[config.mk]
export PLATFORM = sky130hd
export DESIGN_NAME = stride_pf_gen
export DESIGN_NICKNAME = d
export VERILOG_FILES = /design/src/rtl/stride_pf_pkg.sv /design/src/rtl/pf_stride_round.sv /design/src/rtl/pf_page_cmp.sv /design/src/rtl/pf_burst_seq.sv /design/src/rtl/stride_pf_gen.sv
export SDC_FILE = /design/constraint.sdc
export NUM_CORES = 1
export LEC_CHECK = 0
export BUFFER_PORTS_ARGS = -buffer_cell sky130_fd_sc_hd__buf_4
export CAP_MARGIN = 20
export CORE_AREA = 3 3 180 182
export CTS_CLUSTER_DIAMETER = 200
export DETAILED_ROUTE_END_ITERATION = 10
export DIE_AREA = 0 0 183 185
export PLACE_DENSITY = 0.41
export SYNTH_ARGS = -nofsm -noshare
export SYNTH_HDL_FRONTEND = slang
export SYNTH_SLANG_ARGS = --single-unit
[constraint.sdc]
create_clock -name clk -period 3.23 [get_ports clk]
set_input_delay 0.646 -clock clk [delete_from_list [all_inputs] [get_ports clk]]
set_output_delay 0.646 -clock clk [all_outputs]
set_load 0.005 [all_outputs]
[src/rtl/stride_pf_pkg.sv]
package stride_pf_pkg;

   typedef enum logic [0:0] {
      SQ_IDLE = 1'b0,
      SQ_RUN  = 1'b1
   } seq_state_e;

endpackage

[src/rtl/pf_stride_round.sv]
module pf_stride_round #(
   parameter int ADDR_W    = 32,
   parameter int STRIDE_W  = 16,
   parameter int BLK_BYTES = 64
) (
   input  logic [STRIDE_W-1:0] stride_i,
   output logic [ADDR_W-1:0]   eff_o
);

   localparam logic signed [STRIDE_W-1:0] BLK_POS = STRIDE_W'(BLK_BYTES);
   localparam logic signed [STRIDE_W-1:0] BLK_NEG = -BLK_POS;

   logic signed [STRIDE_W-1:0] s_in;
   logic signed [STRIDE_W-1:0] s_rnd;
   logic                       is_small;

   always_comb begin
      s_in     = $signed(stride_i);
      is_small = (s_in < BLK_POS) && (s_in > BLK_NEG);
      if (!is_small)
         s_rnd = s_in;
      else if (s_in[STRIDE_W-1])
         s_rnd = BLK_NEG;
      else
         s_rnd = BLK_POS;
   end

   // widen to address width: variant picked by relative widths
   generate
      if (ADDR_W == STRIDE_W) begin : g_same_w
         assign eff_o = s_rnd;
      end else begin : g_sext
         assign eff_o = {{(ADDR_W-STRIDE_W){s_rnd[STRIDE_W-1]}}, s_rnd};
      end
   endgenerate

endmodule

[src/rtl/pf_page_cmp.sv]
module pf_page_cmp #(
   parameter int ADDR_W     = 32,
   parameter int PAGE_BYTES = 4096
) (
   input  logic [ADDR_W-1:0] addr_a_i,
   input  logic [ADDR_W-1:0] addr_b_i,
   output logic              same_o
);

   localparam int PG_LOG = $clog2(PAGE_BYTES);

   logic [ADDR_W-1:0] diff;

   always_comb begin
      diff   = addr_a_i ^ addr_b_i;
      same_o = ((diff >> PG_LOG) == '0);
   end

endmodule

[src/rtl/pf_burst_seq.sv]
module pf_burst_seq
   import stride_pf_pkg::*;
#(
   parameter int ADDR_W = 32,
   parameter int DEG_W  = 4,
   parameter int DROP_W = 16
) (
   input  logic              clk,
   input  logic              rst_n,
   input  logic              start_i,
   input  logic [ADDR_W-1:0] base_i,
   input  logic [ADDR_W-1:0] eff_i,
   input  logic [DEG_W-1:0]  deg_i,
   input  logic              in_page_i,
   input  logic              ready_i,
   output logic              busy_o,
   output logic              valid_o,
   output logic [ADDR_W-1:0] cand_o,
   output logic [ADDR_W-1:0] base_o,
   output logic [DROP_W-1:0] drop_o
);

   seq_state_e        state_q;
   logic [ADDR_W-1:0] base_q;
   logic [ADDR_W-1:0] eff_q;
   logic [ADDR_W-1:0] cand_q;
   logic [DEG_W-1:0]  step_q;
   logic [DEG_W-1:0]  deg_q;
   logic [DROP_W-1:0] drop_q;
   logic [DEG_W:0]    remain;
   logic              last_step;
   logic              run;

   assign run       = (state_q == SQ_RUN);
   assign last_step = (step_q == deg_q);
   assign remain    = {1'b0, deg_q} - {1'b0, step_q} + (DEG_W+1)'(1);

   always_ff @(posedge clk or negedge rst_n) begin
      if (!rst_n) begin
         state_q <= SQ_IDLE;
         base_q  <= '0;
         eff_q   <= '0;
         cand_q  <= '0;
         step_q  <= '0;
         deg_q   <= '0;
         drop_q  <= '0;
      end else begin
         case (state_q)
            SQ_IDLE: begin
               if (start_i && (deg_i != '0)) begin
                  state_q <= SQ_RUN;
                  base_q  <= base_i;
                  eff_q   <= eff_i;
                  cand_q  <= base_i + eff_i;
                  step_q  <= DEG_W'(1);
                  deg_q   <= deg_i;
               end
            end
            default: begin
               if (!in_page_i) begin
                  drop_q  <= drop_q + DROP_W'(remain);
                  state_q <= SQ_IDLE;
               end else if (ready_i) begin
                  if (last_step) begin
                     state_q <= SQ_IDLE;
                  end else begin
                     cand_q <= cand_q + eff_q;
                     step_q <= step_q + DEG_W'(1);
                  end
               end
            end
         endcase
      end
   end

   assign busy_o  = run;
   assign valid_o = run && in_page_i;
   assign cand_o  = cand_q;
   assign base_o  = base_q;
   assign drop_o  = drop_q;

   // step index stays within 1..degree during a burst
   p_step_range_r5: assert property (@(posedge clk) disable iff (!rst_n)
      run |-> (step_q != '0) && (step_q <= deg_q));

   // counter moves only on the edge that ends a burst
   p_drop_at_end_r6: assert property (@(posedge clk) disable iff (!rst_n)
      !$stable(drop_q) |-> (state_q == SQ_IDLE) && $past(run));

   // a trigger during a burst leaves the latched base alone
   p_ignore_busy_r8: assert property (@(posedge clk) disable iff (!rst_n)
      (run && start_i) |=> $stable(base_q));

endmodule

[src/rtl/stride_pf_gen.sv]
module stride_pf_gen #(
   parameter int ADDR_W     = 32,
   parameter int STRIDE_W   = 16,
   parameter int DEG_W      = 4,
   parameter int DROP_W     = 16,
   parameter int PRIO_W     = 2,
   parameter int BLK_BYTES  = 64,
   parameter int PAGE_BYTES = 4096
) (
   input  logic                clk,
   input  logic                rst_n,
   input  logic                trig_valid,
   input  logic [ADDR_W-1:0]   trig_base,
   input  logic [STRIDE_W-1:0] trig_stride,
   input  logic [DEG_W-1:0]    trig_degree,
   output logic                busy,
   output logic                pf_valid,
   input  logic                pf_ready,
   output logic [ADDR_W-1:0]   pf_addr,
   output logic [PRIO_W-1:0]   pf_prio,
   output logic [DROP_W-1:0]   drop_count
);

   localparam int BLK_LOG = $clog2(BLK_BYTES);

   generate
      if ((BLK_BYTES < 1) || ((BLK_BYTES & (BLK_BYTES - 1)) != 0)) begin : g_bad_blk
         $error("BLK_BYTES must be a power of two");
      end
      if ((PAGE_BYTES < BLK_BYTES) || ((PAGE_BYTES & (PAGE_BYTES - 1)) != 0)) begin : g_bad_page
         $error("PAGE_BYTES must be a power of two no smaller than BLK_BYTES");
      end
      if ((STRIDE_W < BLK_LOG + 2) || (STRIDE_W > ADDR_W)) begin : g_bad_stride
         $error("STRIDE_W must hold +/-BLK_BYTES and not exceed ADDR_W");
      end
      if (DROP_W < DEG_W + 1) begin : g_bad_drop
         $error("DROP_W must exceed DEG_W");
      end
   endgenerate

   logic [ADDR_W-1:0] eff_stride;
   logic [ADDR_W-1:0] base_held;
   logic              in_page;

   pf_stride_round #(
      .ADDR_W   (ADDR_W),
      .STRIDE_W (STRIDE_W),
      .BLK_BYTES(BLK_BYTES)
   ) u_round (
      .stride_i(trig_stride),
      .eff_o   (eff_stride)
   );

   pf_page_cmp #(
      .ADDR_W    (ADDR_W),
      .PAGE_BYTES(PAGE_BYTES)
   ) u_page (
      .addr_a_i(pf_addr),
      .addr_b_i(base_held),
      .same_o  (in_page)
   );

   pf_burst_seq #(
      .ADDR_W(ADDR_W),
      .DEG_W (DEG_W),
      .DROP_W(DROP_W)
   ) u_seq (
      .clk      (clk),
      .rst_n    (rst_n),
      .start_i  (trig_valid),
      .base_i   (trig_base),
      .eff_i    (eff_stride),
      .deg_i    (trig_degree),
      .in_page_i(in_page),
      .ready_i  (pf_ready),
      .busy_o   (busy),
      .valid_o  (pf_valid),
      .cand_o   (pf_addr),
      .base_o   (base_held),
      .drop_o   (drop_count)
   );

   assign pf_prio = '0;

   // stalled candidate is held
   p_hold_r9: assert property (@(posedge clk) disable iff (!rst_n)
      (pf_valid && !pf_ready) |=> pf_valid && $stable(pf_addr));

   // zero degree never starts a burst
   p_deg_zero_r10: assert property (@(posedge clk) disable iff (!rst_n)
      (trig_valid && !busy && (trig_degree == '0)) |=> !busy);

   // output valid only inside a burst
   p_valid_in_burst_r8: assert property (@(posedge clk) disable iff (!rst_n)
      pf_valid |-> busy);

   // accepted trigger with nonzero degree raises busy
   p_accept_r8: assert property (@(posedge clk) disable iff (!rst_n)
      (trig_valid && !busy && (trig_degree != '0)) |=> busy);

endmodule

## Word level (Yosys, flattened, before mapping)

Cells that the tools add are included.

- Divide/modulo/power cells: 0
- Shifts and indexed selects: 0
- Bitwise operators: 3
- $lt $le $gt $ge: 2
- Multiply operators: 0
- Multiplexer cells: 17
- Equality and inequality tests: 4
- $add $sub $neg: 6
- Reductions and logical operators: 9

Operator list:

| kind | number |
|---|---|
| 2-to-1 mux 32 bit | 5 |
| adder 32 bit | 2 |
| zero test 32 bit | 1 |
| 2-to-1 mux 16 bit | 2 |
| bitwise XOR 32 bit | 1 |
| 2-to-1 mux 4 bit | 5 |
| adder 16 x 5 -> 16 bit | 1 |
| > comparator 16 x 7 -> 1 bit, second input constant | 1 |
| < comparator 16 x 8 -> 1 bit, second input constant | 1 |
| adder 5 x 1 -> 5 bit, second input constant | 1 |
| 2-to-1 mux 1 bit | 5 |
| subtractor 4 x 4 -> 5 bit | 1 |
| adder 4 x 1 -> 4 bit, second input constant | 1 |
| == test 4 bit | 1 |
| inequality test 2 bit, second input constant | 2 |
| AND reduction 2 bit | 2 |
| AND reduction 4 bit | 1 |
| nonzero test 4 bit | 1 |
| logical AND 1 bit | 3 |
| inequality test 2 x 1 -> 1 bit, second input constant | 1 |
| inverter 1 bit | 2 |
| nonzero test 2 bit | 1 |

- Input port bits: 56
- Memory bits (read-only): 0
- Word-level logic and storage cells: 48
- Memories kept: 0
- Register bits after elaboration: 105
- Output and inout port bits: 52
- Bits in writable memories: 0
- Bits in latches: 0

## Logic depth before layout (Yosys ltp)

Gate-level depths: netlist (run 1).

- Depth after elaboration: 6
- Mapped depth: 16
- Depth with buffers taken out: 16

## Cells and area by module

A second synthesis (run 1) with hierarchy kept.

- Cells, all modules: 915
- Area total of the unflattened synthesis: 8674.6 µm²

By module, submodules not included:

| module | cells each | area an instance (µm²) | seq. area each (µm²) | instances |
|---|---|---|---|---|
| pf_burst_seq | 846 | 8157.8 | 3027.9 | 1 |
| pf_stride_round | 39 | 276.5 | 0.0 | 1 |
| pf_page_cmp | 27 | 221.5 | 0.0 | 1 |
| stride_pf_gen | 3 | 18.8 | 0.0 | 1 |

## Worst setup path before layout (run 1)

No wires, ideal clock.

- Path type: input to register
- Start point: in trig_stride[2]
- End point: reg u_seq.cand_q[28], in the netlist u_seq.cand_o[28]
- Library setup time: 126 ps
- Arrival: 3803 ps
- Path buffers: 0
- Setup slack: -699 ps
- Stages on the path: 15
- Data required time: 3104 ps
- Cell sequence: or4_1 -> nor3_1 -> nor4_1 -> a31oi_1 -> and2_1 -> ha_1 -> a21oi_4 -> o211ai_4 -> a41oi_2 -> nand3_2 -> a31o_4 -> a221oi_4 -> o21ai_2 -> xor2_1 -> a221o_1

- Cells in the longest elaborated chain, start to end: 6
- Elaborated cells between the ends (all ways): 7
- Classes of those cells: add/sub (1); order compare (2); mux (3); reduce/logical (1)

RTL lines:

| what | line | source |
|---|---|---|
| from (decl) | stride_pf_gen.sv:14 | `input logic [STRIDE_W-1:0] trig_stride,` |
| < comparator 16 x 8 -> 1 bit or > comparator 16 x 7 -> 1 bit (tied branches) | pf_stride_round.sv:19 | `is_small = (s_in < BLK_POS) && (s_in > BLK_NEG);` |
| logical AND 1 bit | pf_stride_round.sv:19 |  |
| 2-to-1 mux 16 bit * | pf_stride_round.sv:20 | `if (!is_small)` |
| net eff_stride[2] | stride_pf_gen.sv:41 | `logic [ADDR_W-1:0] eff_stride;` |
| adder 32 bit * | pf_burst_seq.sv:54 | `cand_q <= base_i + eff_i;` |
| 2-to-1 mux 32 bit * | pf_burst_seq.sv:50 | `if (start_i && (deg_i != '0)) begin` |
| 2-to-1 mux 32 bit * | pf_burst_seq.sv:48 | `case (state_q)` |
| to (signal assigned) | pf_burst_seq.sv:54 |  |
| to (signal assigned) | pf_burst_seq.sv:67 | `cand_q <= cand_q + eff_q;` |
| to (decl) | pf_burst_seq.sv:26 | `logic [ADDR_W-1:0] cand_q;` |

The timed path passes the listed nets; every way through them passes the cells marked *. The select of a mux whose other input is x is not followed.
A chain may end at the register's enable or synchronous reset.

## Worst setup path in the final report (run 1)

Ends and elaborated chain as after synthesis.

==> flow_metrics.tcl, run 1 <==
set metrics [dict create \
    outcome "finished, violations left" \
    violations "setup timing" \
    cp_top_family "compound AO/OA/AOI/OAI gates" \
    setup_violations 24 \
    port_buffers 105 \
    syn_inst 919 \
    ys_async_sr_fraction 1.000 \
    ant_nets 0 \
    grt_pass1_vias 7272 \
    syn-cell-area_sq_mm 0.007742 \
    synth-compound-area-share 0.2177 \
    maxSlewHeadroom 0.4309 \
    cts_buffer_depth 2 \
    synth-edff-count 0 \
    critPathMaxFanout 7 \
    ys_top_cells_by_area "dfrtp_1 (30%), ha_1 (12%), nand2_1 (8.8%)" \
    fmax_ghz 0.2709 \
    fin_crit_ps 3692 \
    power_density_mw_per_mm2 682.2 \
    row_count 64 \
    hold_buffers 0 \
    cts_inserted_buffers 9 \
    ys_ff_latch 93 \
    worstSetupEndpointType "flop" \
    root_buffer "clkbuf_16" \
    cpPeakStageDelay_ps 540 \
    initialDrtViolationCount 387 \
    startpoint_type "input pin" \
    crit_arrival_ps 3930 \
    cts_sinks 93 \
    core_sq_mm 0.03075 \
    cts_tree "built" \
    synth_commonest_cells "nand2_1 (181), dfrtp_1 (93), a21oi_1 (77)" \
    slew_violations 0 \
    area_delta_synth_final_pct 34.44 \
    wl_mm 26.45 \
    p_leak_uw 0.004842 \
    post_drt_wl_per_cell_um 17.61 \
    crit_buf_inv 2 \
    fin_skew_ps 10.21 \
    nFillCells 3358 \
    synthFlopType "dfrtp_1" \
    drt_pass1_iterations 5 \
    ys_seq_area_frac 0.3006 \
    timing_worst_setup_path_type "in2reg" \
    yosys.area.top_type_share 0.3006 \
    finalWorstSetupSlack_ps -461.7 \
    drive_gt1_frac 0.2839 \
    synth_top_family_by_area "compound AO/OA/AOI/OAI gates" \
    avgSynthCellArea_sq_um 8.425 \
    synth_top_area_cell "dfrtp_1" \
    path_clk_slew_ps 70 \
    ys_types 74 \
    ys.warnings.count 0 \
    utilization 0.3385 \
    dp_hpwl_mm 20.48 \
    antenna_found_initial 0 \
    crit_slowest_cell "or4_4" \
    gr-total-overflow 0 \
    io-pin-count 108 \
    fp.dieArea_sq_mm 0.03386 \
    ir_drop_v 0.0002578 \
    synth.most_common_cell "nand2_1" \
    period_share 1.143 \
    hold_violations 0 \
    rsz0062_at_grt "true" \
    regToRegSetupSlack_ps 70 \
    tightest_slew_ps 853.7 \
    path_cells "buf_6 > or4_4 > nor3_4 > nor4_2 > a31oi_1 > buf_4 > and2_4 > ha_4 > a21oi_4 > o211ai_4 > a41oi_2 > nand3_2 > a31o_4 > a221oi_4 > o21ai_2 > xor2_1 > a221o_1" \
    hold_class "in2async" \
    critPathRequiredTime_ps 3470 \
    synth_adder_area_share 0.1315 \
    synth.mux.area_fraction 0.02085 \
    vias_per_cell 4.762 \
    die_w_um 183 \
    grt_pass1_wl_mm 41.37 \
    worstSkewPairLatency_ps 360 \
    drc 0 \
    start_util 0.2518 \
    yosys.area_share.simple 0.1883 \
    h-tree-depth 3 \
    maxCapViolations 0 \
    whs_ps 365.8 \
    die_y_um 185 \
    synth_xor_area_frac 0.1018 \
    finalWeightedCongestion 0.8122 \
    via_count 7153 \
    finalNetCount 1236 \
    grt_max_degree 58 \
    n_antenna_cell 0 \
    track_usage 0.1570 \
]
-- flip-flops by register name (all words and copies together), names as in the netlist --
name	count
u_seq.cand_o	32
u_seq.base_o	20
u_seq.drop_o	16
u_seq.eff_q	16
u_seq.deg_q	4
u_seq.step_q	4
u_seq.busy_o	1
-- report_power, final --
part / switching, uW / internal (uW)
registers: 404 / 1490
logic: 2140 / 1890
clock network: 499 / 680
total: 3050 / 4060
-- per-stage QoR --
stage	instances	instance area [sq um]	total power [uW]	worst slack (ps)	TNS (ps)
after global routing	1502	10410	7709	-603.5	-10100
after detailed placement	1465	9504	5790	-1036	-22980
final	1502	10410	7101	-461.7	-6665
after global placement	1465	9504	5798	-1021	-22020
after floorplan	920	7786	4358	-615.3	-6899
after CTS	1495	10180	7124	-474.3	-5937
-- routing by layer --
layer,GRT usage,share of wire,vias to the layer above
met3,0.02042,0.027,14
met4,0.03504,0.012,0
met1,0.2256,0.51,3433
met5,0,0,-
met2,0.2523,0.46,103
li1,-,-,3603
-- timing repair --
| action | in CTS | in global routing |
|---|---|---|
| endpoints found under the setup margin | 27 | 27 |
| gates resized for setup | 54 | 38 |
| pin swaps | 42 | 22 |
| setup buffers | 14 | 9 |
-- final timing paths --
| check | startpoint | to | cells past startpoint |
|---|---|---|---|
| setup / recovery | trig_stride[2] | u_seq.cand_o[28] | 17 |
| hold / removal | rst_n | u_seq.drop_o[14] | 1 |
| setup reg to reg | u_seq.cand_o[0] | u_seq.cand_o[28] | 12 |
| hold reg to reg | u_seq.drop_o[15] | u_seq.drop_o[15] | 1 |
| max in group asynchronous | rst_n | u_seq.cand_o[18] | 2 |
| min in group clk | u_seq.drop_o[15] | u_seq.drop_o[15] | 1 |
-- cells by family after synthesis --
group                      after synthesis
xor gates and xnor gates                90
adders and majority gates               79
muxes                                   15
and+or+nand+nor                        326
AOI/OAI and AO/OA                      250
DFF                                     93
buffers and inverters                   65
other                                    1
-- layout by cell type (no fill, tap or decap), types with 7 or more instances in the layout --
master,count
a211oi_2,7
a21o_1,20
a21oi_1,69
a21oi_2,7
a31oi_1,7
and3_1,7
buf_4,194
buf_6,14
clkbuf_16,9
dfrtp_1,93
ha_1,68
ha_4,7
inv_1,26
mux2_2,8
nand2_1,179
nand2b_1,7
nand3_1,14
nand4_1,14
nor2_1,47
nor3_1,9
nor4_1,8
o211ai_1,8
o21a_1,11
o21ai_0,43
o21ai_1,24
xnor2_1,42
xor2_1,37
-- area by class of cell --
cell class	count	area, sq um	area share
clock buffers	12	236.5	0.02272
repair buffers	209	1634	0.1570
multi-input cells	762	5545	0.5328
well taps	396	495.5	0.04760
flip-flops and latches	93	2327	0.2236
inverters	26	97.59	0.009376
clock inverters	4	72.57	0.006972
Note: power is estimated with default switching activity, not from simulation.
==> run 2, diff against run 1 <==
--- a/config.mk
+++ b/config.mk
@@ -11,6 +11,7 @@
 export CTS_CLUSTER_DIAMETER = 200
 export DETAILED_ROUTE_END_ITERATION = 10
 export DIE_AREA = 0 0 183 185
+export MAX_ROUTING_LAYER = met4
 export PLACE_DENSITY = 0.41
 export SYNTH_ARGS = -nofsm -noshare
 export SYNTH_HDL_FRONTEND = slang
==> flow_metrics.tcl, run 2 (synthesis results as in run 1) <==
set metrics [dict create \
    area_delta_synth_final_pct 34.44 \
    row_count 64 \
    maxSlewHeadroom 0.4292 \
    initialDrtViolationCount 381 \
    crit_slowest_cell "or4_4" \
    cts_sinks 93 \
    cpPeakStageDelay_ps 540 \
    die_y_um 185 \
    hold_violations 0 \
    hold_class "in2async" \
    vias_per_cell 4.758 \
    layout_common_cells "buf_4 (194), nand2_1 (179), dfrtp_1 (93), a21oi_1 (69), ha_1 (68)" \
    via_count 7147 \
    crit_arrival_ps 3940 \
    reg2reg_depth 12 \
    setup_violations 24 \
    cts_tree "built" \
    critPathMaxFanout 7 \
    critPathRequiredTime_ps 3470 \
    cts_inserted_buffers 9 \
    tightest_slew_ps 856.2 \
    drt_pass1_iterations 4 \
    outcome "finished, violations left" \
    rsz0062_at_grt "true" \
    path_clk_slew_ps 70 \
    die_w_um 183 \
    n_antenna_cell 0 \
    track_usage 0.1616 \
    finalWorstSetupSlack_ps -470.0 \
    fin_crit_ps 3700 \
    wl_mm 26.47 \
    nFillCells 3358 \
    p_leak_uw 0.004842 \
    largest_reg_flops 32 \
    cp.depth 17 \
    root_buffer "clkbuf_16" \
    io-pin-count 108 \
    dp_hpwl_mm 20.48 \
    slew_violations 0 \
    power_density_mw_per_mm2 682.7 \
    grt_max_degree 58 \
    start_util 0.2518 \
    fin_skew_ps 9.390 \
    core_sq_mm 0.03075 \
    h-tree-depth 3 \
    maxCapViolations 0 \
    path_cells "buf_6 > or4_4 > nor3_4 > nor4_2 > a31oi_1 > buf_4 > and2_4 > ha_4 > a21oi_4 > o211ai_4 > a41oi_2 > nand3_2 > a31o_4 > a221oi_4 > o21ai_2 > xor2_1 > a221o_1" \
    port_buffers 105 \
    gr-total-overflow 0 \
    fmax_ghz 0.2703 \
    cp_top_family "compound AO/OA/AOI/OAI gates" \
    startpoint_type "input pin" \
    ir_drop_v 0.0002577 \
    post_drt_wl_per_cell_um 17.63 \
    period_share 1.146 \
    ant_nets 0 \
    worstSetupEndpointType "flop" \
    whs_ps 367.6 \
    violations "setup timing" \
    total_power_uw 7106 \
    antenna_found_initial 0 \
    fp.dieArea_sq_mm 0.03386 \
    cts_buffer_depth 2 \
    grt_pass1_wl_mm 41.32 \
    grt_pass1_vias 7273 \
    worstSkewPairLatency_ps 360 \
    drive_gt1_frac 0.2839 \
    crit_buf_inv 2 \
    timing_worst_setup_path_type "in2reg" \
    drc 0 \
    finalNetCount 1236 \
    final_common_cell "buf_4" \
    finalWeightedCongestion 0.8268 \
]
-- run 2: cell counts in the layout (fill, tap and decap cells not counted) --
No cell type changed its count.
-- run 2: timing repair --
| action | in CTS | in global routing |
|---|---|---|
| endpoints found under the setup margin | 27 | 27 |
| hold buffers | 0 | 0 |
| resized for setup | 54 | 38 |
| pin swaps | 42 | 22 |
| setup buffers | 14 | 9 |
-- run 2: worst paths after layout --
kind	startpoint	endpoint	slack [ps]
min	rst_n	u_seq.drop_o[14]	370
max	trig_stride[2]	u_seq.cand_o[28]	-470
min in group clk	u_seq.drop_o[15]	u_seq.drop_o[15]	470
max in group asynchronous	rst_n	u_seq.cand_o[18]	2140
min reg2reg	u_seq.drop_o[15]	u_seq.drop_o[15]	470
max reg2reg	u_seq.cand_o[0]	u_seq.cand_o[28]	50
-- run 2: final cells by class --
type | instances | area, sq um | share of cell area
Clock buffer | 12 | 236.5 | 0.02272
Multi-Input combinational cell | 762 | 5545 | 0.5328
Clock inverter | 4 | 72.57 | 0.006972
Inverter | 26 | 97.59 | 0.009376
Tap cell | 396 | 495.5 | 0.04760
Timing Repair Buffer | 209 | 1634 | 0.1570
Sequential cell | 93 | 2327 | 0.2236
-- run 2: worst reg2reg max path, cell delays in order, from the launching register on --
cell and delay [ps]:
dfrtp_1 370, ha_1 240, inv_1 70, fa_1 380, nand2b_1 200, a21oi_1 270, o21ai_1 180, a211oi_1 450
o31ai_2 170, a21oi_1 240, o31a_1 150, nor3_1 70, a221o_1 260
-- run 2: power by group --
group	internal, uW	switching (uW)	total, uW
registers	1490	406	1890
clock network	680	499	1180
logic	1890	2150	4040
total	4060	3050	7110
-- run 2: per-layer routing --
| metal | track usage | vias up | part of all wire |
|---|---|---|---|
| met5 | - | - | 0 |
| met4 | 0.03504 | 0 | 0.011 |
| met3 | 0.01944 | 13 | 0.024 |
| met2 | 0.2538 | 105 | 0.46 |
| met1 | 0.2246 | 3432 | 0.51 |
| li1 | - | 3597 | - |
-- run 2: per-stage QoR --
stage               cells    util  TNS [ps]  setup slack (ps)  instance area, sq um
finish               1502  0.3385     -6799            -470.0                 10410
global route         1502  0.3385    -10100            -603.4                 10410
CTS                  1495  0.3309     -5937            -474.3                 10180
detailed placement   1465  0.3091    -22980             -1036                  9504
global placement     1465  0.3091    -22020             -1021                  9504
floorplan             920       -     -6899            -615.3                  7786
==> run 3, diff against run 2 <==
--- a/config.mk
+++ b/config.mk
@@ -11,6 +11,7 @@
 export CTS_CLUSTER_DIAMETER = 200
 export DETAILED_ROUTE_END_ITERATION = 10
 export DIE_AREA = 0 0 183 185
+export GPL_TIMING_DRIVEN = 0
 export MAX_ROUTING_LAYER = met4
 export PLACE_DENSITY = 0.41
 export SYNTH_ARGS = -nofsm -noshare
==> flow_metrics.tcl, run 3 (synthesis results as in run 1) <==
set metrics [dict create \
    period_share 1.140 \
    tns_ps -5409 \
    initialDrtViolationCount 343 \
    comb_power_share 0.566 \
    p_clk_frac 0.159 \
    die_w_um 183 \
    slew_violations 0 \
    layout_common_cells "nand2_1 (180), buf_4 (124), dfrtp_1 (93), a21oi_1 (71), ha_1 (68)" \
    largest_reg_flops 32 \
    fp.dieArea_sq_mm 0.03386 \
    dp_hpwl_mm 20.71 \
    drc 0 \
    cp_common_cell "buf_6" \
    grt_pass1_wl_mm 40.81 \
    crit_buf_inv 2 \
    h-tree-depth 3 \
    cellInternalPower_uw 3880 \
    start_util 0.2518 \
    grt_max_degree 57 \
    final_common_cell "nand2_1" \
    gr-total-overflow 0 \
    switchingPower_uw 3007 \
    worstSetupEndpointType "flop" \
    critPathRequiredTime_ps 3470 \
    fmax_ghz 0.2715 \
    timing_worst_setup_path_type "in2reg" \
    startpoint_type "input pin" \
    crit_arrival_ps 3930 \
    cpPeakStageDelay_ps 540 \
    via_count 7040 \
    area_delta_synth_final_pct 30.16 \
    cts_tree "built" \
    wl_mm 26.38 \
    power_switching_share 0.4366 \
    antenna_found_initial 0 \
    crit_slowest_cell "or4_4" \
    vias_per_cell 4.799 \
    hold_class "in2async" \
    pwr-share-seq 0.275 \
    core_sq_mm 0.03075 \
    whs_ps 277.8 \
    worstSetupStartpoint "trig_stride[2]" \
    timing.rr.start "u_seq.eff_q[15]" \
    maxSlewHeadroom 0.3931 \
    fin_crit_ps 3683 \
    die_y_um 185 \
    cts_buffer_depth 2 \
    tightest_slew_ps 910.4 \
    finalNetCount 1201 \
    critPathMaxFanout 7 \
    cts_sinks 93 \
    post_drt_wl_per_cell_um 17.98 \
    finalWeightedCongestion 0.8468 \
    ant_nets 0 \
    io-pin-count 108 \
    n_antenna_cell 0 \
    maxCapViolations 0 \
    finalWorstSetupSlack_ps -452.9 \
    path_cells "buf_6 > or4_4 > nor3_4 > nor4_2 > a31oi_2 > buf_6 > and2_4 > ha_4 > a21oi_4 > o211ai_4 > a41oi_2 > nand3_2 > a31o_4 > a221oi_4 > o21ai_2 > xor2_1 > a221o_1" \
    outcome "finished, violations left" \
    fin_skew_ps 10.68 \
    hold_buffers 0 \
    track_usage 0.1607 \
    ir_drop_v 0.0002348 \
    power_density_mw_per_mm2 683.4 \
    p_leak_uw 0.004593 \
    final_area_sq_mm 0.01008 \
    rsz0062_at_grt "true" \
    grt_pass1_vias 7063 \
    hold_violations 0 \
    port_buffers 105 \
    worstSkewPairLatency_ps 360 \
    drt_pass1_iterations 5 \
    setup_violations 21 \
    postPlaceCellArea_sq_mm 0.009097 \
    root_buffer "clkbuf_16" \
    cp_top_family "compound AO/OA/AOI/OAI gates" \
    drive_gt1_frac 0.2390 \
    row_count 64 \
    path_clk_slew_ps 70 \
    violations "setup timing" \
    cts_inserted_buffers 9 \
]
==> run 3: changes by cell type in the layout (fill, tap and decap cells not counted), sizes merged <==
| cell | delta |
|---|---|
| clkinv | +1 |
| clkbuf | +28 |
| bufinv | -2 |
| inv | +1 |
| buf | -63 |
==> run 3: metal layers <==
metal	global-route usage	vias to the layer above	part of all wire
met5	-	-	0
met2	0.2518	134	0.46
met3	0.01728	14	0.034
met4	0.03352	0	0.0094
met1	0.2256	3347	0.50
li1	-	3545	-
==> run 3: what timing repair did <==
item                       in CTS  in global routing
pin swaps                      37                 20
setup endpoints to repair      30                 38
gates resized for setup        73                 21
buffers inserted               24                  7
==> run 3: path summary, 6_finish.rpt <==
check | cells after the start | endpoint | slack (ps)
min in group clk | 1 | u_seq.drop_o[15] | 480
max in group asynchronous | 2 | u_seq.cand_o[22] | 2250
hold reg to reg | 1 | u_seq.drop_o[15] | 480
setup reg to reg | 10 | u_seq.cand_o[31] | -30
setup / recovery | 17 | u_seq.cand_o[28] | -450
hold / removal | 1 | u_seq.drop_o[2] | 280
==> run 3: final cells by class <==
cell class,instances,area [sq um]
inverter,26,97.59
clock buffer,12,266.5
fill,3279,20670
timing repair buffer,135,1095
sequential,93,2327
clock inverter,4,30.03
buffer,39,202.7
tap,396,495.5
multi-input combinational,762,5563
==> run 3: metrics by stage <==
stage	power (uW)	setup WS [ps]	utilization	std cells
6_report	6887	-452.9	0.3277	1467
5_1_grt	7508	-620.4	0.3277	1467
4_1_cts	6929	-493.6	0.3232	1462
3_5_place_dp	5642	-1656	0.2959	1422
3_3_place_gp	5638	-1586	0.2950	1421
2_1_floorplan	4358	-615.3	-	920
==> run 3: power by group through the flow <==
stage	registers (uW)	clock network, uW	logic [uW]
floorplan	1800	0	2560
global placement	1930	0	3710
detailed placement	1930	0	3720
CTS	1910	1150	3880
global route	1950	1190	4360
finish	1900	1100	3900
